--- src/rtl/tmr_irq_pkg.sv ---
package tmr_irq_pkg;
   localparam int CLR_W        = 3;
   localparam int CLR_CMP_BIT  = 0;
   localparam int CLR_CAP_BIT  = 1;
   localparam int CLR_WAKE_BIT = 2;
   localparam int NUM_SRC      = 2;

   typedef enum logic {
      SRC_CMP = 1'b0,
      SRC_CAP = 1'b1
   } trig_src_e;
endpackage

--- src/rtl/tmr_w1c_flag.sv ---
module tmr_w1c_flag #(
   parameter bit RESET_VAL = 1'b0
) (
   input  logic clk_i,
   input  logic rst_ni,
   input  logic set_i,
   input  logic clr_i,
   output logic q_o
);
   logic q;

   always_ff @(posedge clk_i or negedge rst_ni) begin
      if (!rst_ni)    q <= RESET_VAL;
      else if (set_i) q <= 1'b1;
      else if (clr_i) q <= 1'b0;
   end

   assign q_o = q;

   // a set wins over a clear in the same cycle
   a_r10_set_wins: assert property (@(posedge clk_i) disable iff (!rst_ni)
      set_i |=> q_o);
   // a lone clear takes the flag down
   a_r2_clear_alone: assert property (@(posedge clk_i) disable iff (!rst_ni)
      (clr_i && !set_i) |=> !q_o);
   a_r1_hold: assert property (@(posedge clk_i) disable iff (!rst_ni)
      (!clr_i && !set_i) |=> (q_o == $past(q_o)));
endmodule

--- src/rtl/tmr_cap_status.sv ---
module tmr_cap_status (
   input  logic clk_i,
   input  logic rst_ni,
   input  logic cap_evt_i,
   input  logic cap_en_i,
   input  logic clr_i,
   output logic flag_o,
   output logic ovr_o
);
   logic qual;
   logic flag;
   logic ovr;

   assign qual = cap_evt_i & cap_en_i;

   tmr_w1c_flag #(.RESET_VAL(1'b0)) i_cap_flag (
      .clk_i (clk_i),
      .rst_ni(rst_ni),
      .set_i (qual),
      .clr_i (clr_i),
      .q_o   (flag)
   );

   always_ff @(posedge clk_i or negedge rst_ni) begin
      if (!rst_ni)            ovr <= 1'b0;
      else if (clr_i)         ovr <= 1'b0;
      else if (qual && flag)  ovr <= 1'b1;
   end

   assign flag_o = flag;
   assign ovr_o  = ovr;

   // capture while pending raises overrun
   a_r9_ovr_set: assert property (@(posedge clk_i) disable iff (!rst_ni)
      (qual && flag && !clr_i) |=> ovr_o);
   a_r9_ovr_clr: assert property (@(posedge clk_i) disable iff (!rst_ni)
      clr_i |=> !ovr_o);
   a_r9_ovr_needs_flag: assert property (@(posedge clk_i) disable iff (!rst_ni)
      ovr_o |-> flag_o);
   // disabled capture leaves the flag alone
   a_r3_gated: assert property (@(posedge clk_i) disable iff (!rst_ni)
      (!flag_o && !(cap_evt_i && cap_en_i)) |=> !flag_o);
endmodule

--- src/rtl/tmr_trig_router.sv ---
module tmr_trig_router
   import tmr_irq_pkg::*;
#(
   parameter int NUM_TRIG = 3
) (
   input  logic                clk_i,
   input  logic                rst_ni,
   input  logic                cmp_flag_i,
   input  logic                cap_flag_i,
   input  logic                src_i,
   input  logic [NUM_TRIG-1:0] en_i,
   output logic [NUM_TRIG-1:0] trig_o
);
   logic [NUM_SRC-1:0] flags;
   logic [NUM_SRC-1:0] prev;
   logic [NUM_SRC-1:0] rise;
   logic               sel_rise;
   trig_src_e          src;

   assign flags[SRC_CMP] = cmp_flag_i;
   assign flags[SRC_CAP] = cap_flag_i;

   for (genvar s = 0; s < NUM_SRC; s++) begin : g_edge
      always_ff @(posedge clk_i or negedge rst_ni) begin
         if (!rst_ni) prev[s] <= 1'b0;
         else         prev[s] <= flags[s];
      end
      assign rise[s] = flags[s] & ~prev[s];

      // a rise lasts one cycle
      a_r6_rise_once: assert property (@(posedge clk_i) disable iff (!rst_ni)
         rise[s] |=> !rise[s]);
   end

   assign src      = trig_src_e'(src_i);
   assign sel_rise = (src == SRC_CAP) ? rise[SRC_CAP] : rise[SRC_CMP];

   for (genvar g = 0; g < NUM_TRIG; g++) begin : g_out
      assign trig_o[g] = sel_rise & en_i[g];
   end

   // any pulse needs the selected flag set
   a_r6_pulse_needs_flag: assert property (@(posedge clk_i) disable iff (!rst_ni)
      (|trig_o) |-> (src_i ? cap_flag_i : cmp_flag_i));
endmodule

--- src/rtl/tmr_irq_router.sv ---
module tmr_irq_router
   import tmr_irq_pkg::*;
#(
   parameter int NUM_TRIG = 3,
   parameter int IRQ_REG  = 0
) (
   input  logic                clk_i,
   input  logic                rst_ni,
   input  logic                cmp_evt_i,
   input  logic                cap_evt_i,
   input  logic                cap_en_i,
   input  logic                cmp_ie_i,
   input  logic                cap_ie_i,
   input  logic                trig_src_i,
   input  logic [NUM_TRIG-1:0] trig_en_i,
   input  logic                wake_en_i,
   input  logic                pwr_down_i,
   input  logic                clr_we_i,
   input  logic [CLR_W-1:0]    clr_bits_i,
   output logic                cmp_flag_o,
   output logic                cap_flag_o,
   output logic                ovr_flag_o,
   output logic                wake_sts_o,
   output logic                irq_o,
   output logic                wake_req_o,
   output logic [NUM_TRIG-1:0] trig_o
);
   if (NUM_TRIG < 1 || NUM_TRIG > 32) begin : g_bad_trig
      $error("tmr_irq_router: NUM_TRIG must lie in 1..32");
   end
   if (IRQ_REG != 0 && IRQ_REG != 1) begin : g_bad_irq
      $error("tmr_irq_router: IRQ_REG must be 0 or 1");
   end

   logic clr_cmp, clr_cap, clr_wake;
   logic cmp_flag, cap_flag, ovr_flag, wake_sts;
   logic wake_req, wake_set, irq_comb;

   assign clr_cmp  = clr_we_i & clr_bits_i[CLR_CMP_BIT];
   assign clr_cap  = clr_we_i & clr_bits_i[CLR_CAP_BIT];
   assign clr_wake = clr_we_i & clr_bits_i[CLR_WAKE_BIT];

   tmr_w1c_flag #(.RESET_VAL(1'b0)) i_cmp_flag (
      .clk_i (clk_i),
      .rst_ni(rst_ni),
      .set_i (cmp_evt_i),
      .clr_i (clr_cmp),
      .q_o   (cmp_flag)
   );

   tmr_cap_status i_cap_status (
      .clk_i    (clk_i),
      .rst_ni   (rst_ni),
      .cap_evt_i(cap_evt_i),
      .cap_en_i (cap_en_i),
      .clr_i    (clr_cap),
      .flag_o   (cap_flag),
      .ovr_o    (ovr_flag)
   );

   assign wake_req = wake_en_i & (cmp_flag | cap_flag);
   assign wake_set = wake_req & pwr_down_i;

   tmr_w1c_flag #(.RESET_VAL(1'b0)) i_wake_sts (
      .clk_i (clk_i),
      .rst_ni(rst_ni),
      .set_i (wake_set),
      .clr_i (clr_wake),
      .q_o   (wake_sts)
   );

   tmr_trig_router #(.NUM_TRIG(NUM_TRIG)) i_trig (
      .clk_i     (clk_i),
      .rst_ni    (rst_ni),
      .cmp_flag_i(cmp_flag),
      .cap_flag_i(cap_flag),
      .src_i     (trig_src_i),
      .en_i      (trig_en_i),
      .trig_o    (trig_o)
   );

   assign irq_comb = (cmp_flag & cmp_ie_i) | (cap_flag & cap_ie_i);

   if (IRQ_REG == 1) begin : g_irq_reg
      logic irq_q;
      always_ff @(posedge clk_i or negedge rst_ni) begin
         if (!rst_ni) irq_q <= 1'b0;
         else         irq_q <= irq_comb;
      end
      assign irq_o = irq_q;

      // registered interrupt follows one clock later
      a_r5_irq_lags: assert property (@(posedge clk_i) disable iff (!rst_ni)
         ((cmp_flag_o && cmp_ie_i) || (cap_flag_o && cap_ie_i)) |=> irq_o);
   end else begin : g_irq_comb
      assign irq_o = irq_comb;

      // interrupt needs a pending flag
      a_r5_irq_needs_flag: assert property (@(posedge clk_i) disable iff (!rst_ni)
         irq_o |-> (cmp_flag_o || cap_flag_o));
   end

   assign cmp_flag_o = cmp_flag;
   assign cap_flag_o = cap_flag;
   assign ovr_flag_o = ovr_flag;
   assign wake_sts_o = wake_sts;
   assign wake_req_o = wake_req;

   // wake status is sticky until its clear
   a_r8_wake_sticky: assert property (@(posedge clk_i) disable iff (!rst_ni)
      (wake_sts_o && !clr_wake) |=> wake_sts_o);
   // no flag, no wake request
   a_r7_wake_needs_flag: assert property (@(posedge clk_i) disable iff (!rst_ni)
      wake_req_o |-> (cmp_flag_o || cap_flag_o));
endmodule

--- config.mk ---
export PLATFORM = sky130hd
export DESIGN_NAME = tmr_irq_router
export DESIGN_NICKNAME = d
export VERILOG_FILES = /design/src/rtl/tmr_irq_pkg.sv /design/src/rtl/tmr_w1c_flag.sv /design/src/rtl/tmr_cap_status.sv /design/src/rtl/tmr_trig_router.sv /design/src/rtl/tmr_irq_router.sv
export SDC_FILE = /design/constraint.sdc
export NUM_CORES = 1
export LEC_CHECK = 0
export ABC_AREA = 1
export BUFFER_PORTS_ARGS = -buffer_cell sky130_fd_sc_hd__buf_4
export CORE_AREA = 4 4 41 43
export CTS_CLUSTER_SIZE = 25
export DETAILED_ROUTE_END_ITERATION = 8
export DIE_AREA = 0 0 45 47
export PLACE_DENSITY = 0.57
export RECOVER_POWER = 25
export SLEW_MARGIN = 20
export SYNTH_ARGS = -nofsm -noshare
export SYNTH_HDL_FRONTEND = slang
export SYNTH_SLANG_ARGS = --single-unit
--- constraint.sdc ---
create_clock -name clk_i -period 1.3 [get_ports clk_i]
set_clock_uncertainty 0.15 [all_clocks]
set_input_delay 0.325 -clock clk_i [delete_from_list [all_inputs] [get_ports clk_i]]
set_output_delay 0.325 -clock clk_i [all_outputs]
set_load 0.01 [all_outputs]
==> metrics.md <==
| Metric | Value |
|---|---|
| Result of the run | `finished with violations` |
| Violated checks | `setup timing` |
| Most area-consuming cells after synthesis | `sky130_fd_sc_hd__dfrtp_1 54%, sky130_fd_sc_hd__nand2_1 12%, sky130_fd_sc_hd__inv_1 8.1%` |
| Required time worst endpoint | `820 ps` |
| Routed via count | `329` |
| Internal Power | `0.4132 mW` |
| DRC violation count after routing | `0` |
| Global-route wire length before repair | `1.324 mm` |
| Final worst-path cycle share | `1.185` |
| Fraction of power consumed by combinational cells | `0.300` |
| Routed wire length | `864 um` |
| Die Outline Area | `2115 um^2` |
| Synth warnings | `0` |
| Inserted Clock Buffers | `3` |
| Worst setup endpoint | `trig_o[1]` |
| IO Pins | `26` |
| GRT Overall Usage | `0.09141` |
| RSZ-0062 raised after global routing | `yes` |
| CTS tree | `done` |
| Slew at the pin with the worst max-slew slack | `310.0 ps` |
| Number of register bits inferred by synthesis | `6` |
| Most used cells in the layout excluding fill and tap cells | `23 x sky130_fd_sc_hd__buf_4, 9 x sky130_fd_sc_hd__nand2_1, 6 x sky130_fd_sc_hd__inv_1` |
| HPWL after DPL | `628.7 um` |
| Worst Setup Path Type | `reg -> out` |
| Clock period minus final worst setup slack | `1540 ps` |
| Dpl cell area | `499.2 um^2` |
| CTS clk-pin slew, worst paths | `50 ps` |
| RePlAce Congestion | `0.6594` |
| Area of the multi-input gates | `128.9 um^2` |
| Pre-CTS setup slack | `-58.91 ps` |
| Launching element type of the critical path | `register` |
| Leakage power figure | `0.3053 nW` |
| Clock insertion delay at the later pin of the skew report | `240 ps` |
| ANT cells | `0` |
| Fin Setup TNS | `-1400 ps` |
| Share of final-layout standard cells stronger than drive strength 1 | `0.5781` |
| Die boundary width | `45 um` |
| # nets final | `83` |
| Leading cell type in the layout, fill and taps excluded | `sky130_fd_sc_hd__buf_4` |
| Remaining global-route overflow | `0` |
| Worst hold-check path type | `in -> reg` |
| DR pass1 iterations | `2` |
| Remaining antenna violation count after routing | `0` |
| Data arrival time of the critical path | `1070 ps` |
| Final Hold Vio Count | `0` |
| CTS sink count | `6` |
| Number of failing setup endpoints in the final timing report | `7` |
| Maximum clock frequency | `0.6493 GHz` |
| Highest cell delay on the worst timing path | `420 ps` |
| Final Worst Setup Slack | `-240.2 ps` |
| Starting density of the core | `0.2135` |
| Startpoint of the most critical setup path | `i_cmp_flag.q_o` |
| Total power per unit cell area | `974.9 nW/um^2` |
| Post-route cell area | `575.6 um^2` |
| Vias per cell | `4.165` |
| Post-route total power | `0.5611 mW` |
| Worst ir drop on vdd | `0.0004350 V` |
| Sequential fraction of the synthesis area | `0.5405` |
| Count of standard-cell rows | `13` |
| Standard cell core area | `1301 um^2` |
| Master of the slowest instance on the critical path | `sky130_fd_sc_hd__dfrtp_2` |
| # Max-Cap Violations | `0` |
| Area share of the leading cell type in the synthesized netlist | `0.5405` |
| Mean instance size in the synthesized netlist | `8.680 um^2` |
| Cell-by-cell trace of the critical path | `nand3_4 > a21oi_2 > buf_4` |
| Switching power summed over all nets | `0.1479 mW` |
| Clock root cell | `sky130_fd_sc_hd__clkbuf_4` |
| Fillers | `142` |
| Count of buffers inserted at the top-level ports | `25` |
| Initial antenna violation count | `0` |
| Number of standard cells after synthesis | `32` |
| Cell depth of the worst flop-to-flop path | `5` |
| Headroom to the max-slew limit | `0.7933` |
| Clk buf depth | `2` |
| Worst hold slack after final layout | `125.6 ps` |
| Cell type with the highest aggregate area in the netlist | `sky130_fd_sc_hd__dfrtp_1` |
| Setup slack of the worst register-to-register path | `30 ps` |
| R2r startpoint | `i_cap_status.i_cap_flag.q_o` |
| Number of library cell types mapped by synthesis | `11` |
| Vias in the first global route | `334` |
| Switching part of the total | `0.2635` |
| Seq. cell area | `151.4 um^2` |
| R2R Path End | `i_wake_sts.q_o` |
| Clock power share | `0.302` |
| Synthesized netlist net count | `49` |
| Height of the chip | `47 um` |
| Crit path max fanout | `5` |
| Portion of total power attributed to sequential cells | `0.398` |
| H-tree depth | `1` |
| Mean routed wirelength per cell | `10.94 um` |
| Crit end category | `output pin` |
| Starting DRT DRC Count | `4` |
| Layout Area Growth over Synthesis | `107.2%` |
| Pin count of the biggest net entering global routing | `7` |
| Max-slew violation count | `0` |
| Synthesized cell area | `277.8 um^2` |
critical path, delay by kind of cell, from the launching register on:
| family | cells | cell delay [ps] |
|---|---|---|
| flops | 1 | 420 |
| compound gates | 1 | 160 |
| buf+inv | 1 | 130 |
| simple gates | 1 | 110 |
logic make-up after synthesis:
kind of cell           Yosys count  synth area share
and+or+nand+nor                 13            0.2162
AOI/OAI and AO/OA                7            0.1622
DFF                              6            0.5405
buffers and inverters            6           0.08108
worst min path at each step:
stage               from                          end  slack, ps  depth (start not counted)
2_1_floorplan     rst_ni  i_cap_status.i_cap_flag.q_o       -120                          0
3_3_place_gp      rst_ni           i_cap_status.ovr_o        -20                          1
3_5_place_dp      rst_ni           i_cap_status.ovr_o        -20                          1
4_1_cts        cmp_evt_i               i_cmp_flag.q_o        110                          2
5_1_grt        cmp_evt_i               i_cmp_flag.q_o        120                          2
6_report       cmp_evt_i               i_cmp_flag.q_o        130                          2
layer usage:
metal | wire, um | share of wire | vias to the layer above | global-route usage
met2 | 466 | 0.54 | 16 | 0.1638
met4 | 0 | 0 | 0 | 0.05263
met5 | 0 | 0 | - | 0
met3 | 93 | 0.11 | 0 | 0.03448
met1 | 304 | 0.35 | 147 | 0.09028
li1 | - | - | 166 | -
cell usage after synthesis (all sizes together):
| library cell | number |
|---|---|
| o21ai | 1 |
| nand2 | 9 |
| dfrtp | 6 |
| a22o | 1 |
| o21a | 1 |
| nand3 | 3 |
| inv | 6 |
| or2 | 1 |
| a21o | 1 |
| a21oi | 3 |
per-stage QoR:
stage          utilization  std cells
2_1_floorplan            -         32
3_3_place_gp        0.3837         74
3_5_place_dp        0.3837         74
4_1_cts             0.4452         79
5_1_grt             0.4423         79
6_report            0.4423         79
power groups by stage:
stage / sequential, mW / combinational (mW) / clock [mW]
after CTS: 0.224 / 0.170 / 0.175
after global placement: 0.225 / 0.142 / 0
after floorplan: 0.231 / 0.0395 / 0
final: 0.223 / 0.168 / 0.170
after detailed placement: 0.225 / 0.144 / 0
after global routing: 0.225 / 0.184 / 0.183
registers in the layout (all words and copies together) (netlist names):
name,count
i_trig.prev,2
i_cap_status.ovr_o,1
i_cmp_flag.q_o,1
i_cap_status.i_cap_flag.q_o,1
i_wake_sts.q_o,1
cell type report:
type,instances,share of cell area
Sequential cell,6,0.2630
Multi-Input combinational cell,20,0.2239
Tap cell,15,0.03261
Timing Repair Buffer,29,0.4022
Inverter,6,0.03913
Clock buffer,3,0.03913
timing repair:
item / 4_1_cts / 5_1_grt
resized for setup: 10 / 0
buffers inserted: 1 / 0
hold endpoints to repair: 6 / 0
hold buffers: 1 / 0
pin swaps: 4 / 0
setup endpoints to repair: 7 / 8
Power figures use the tool's default switching activity.
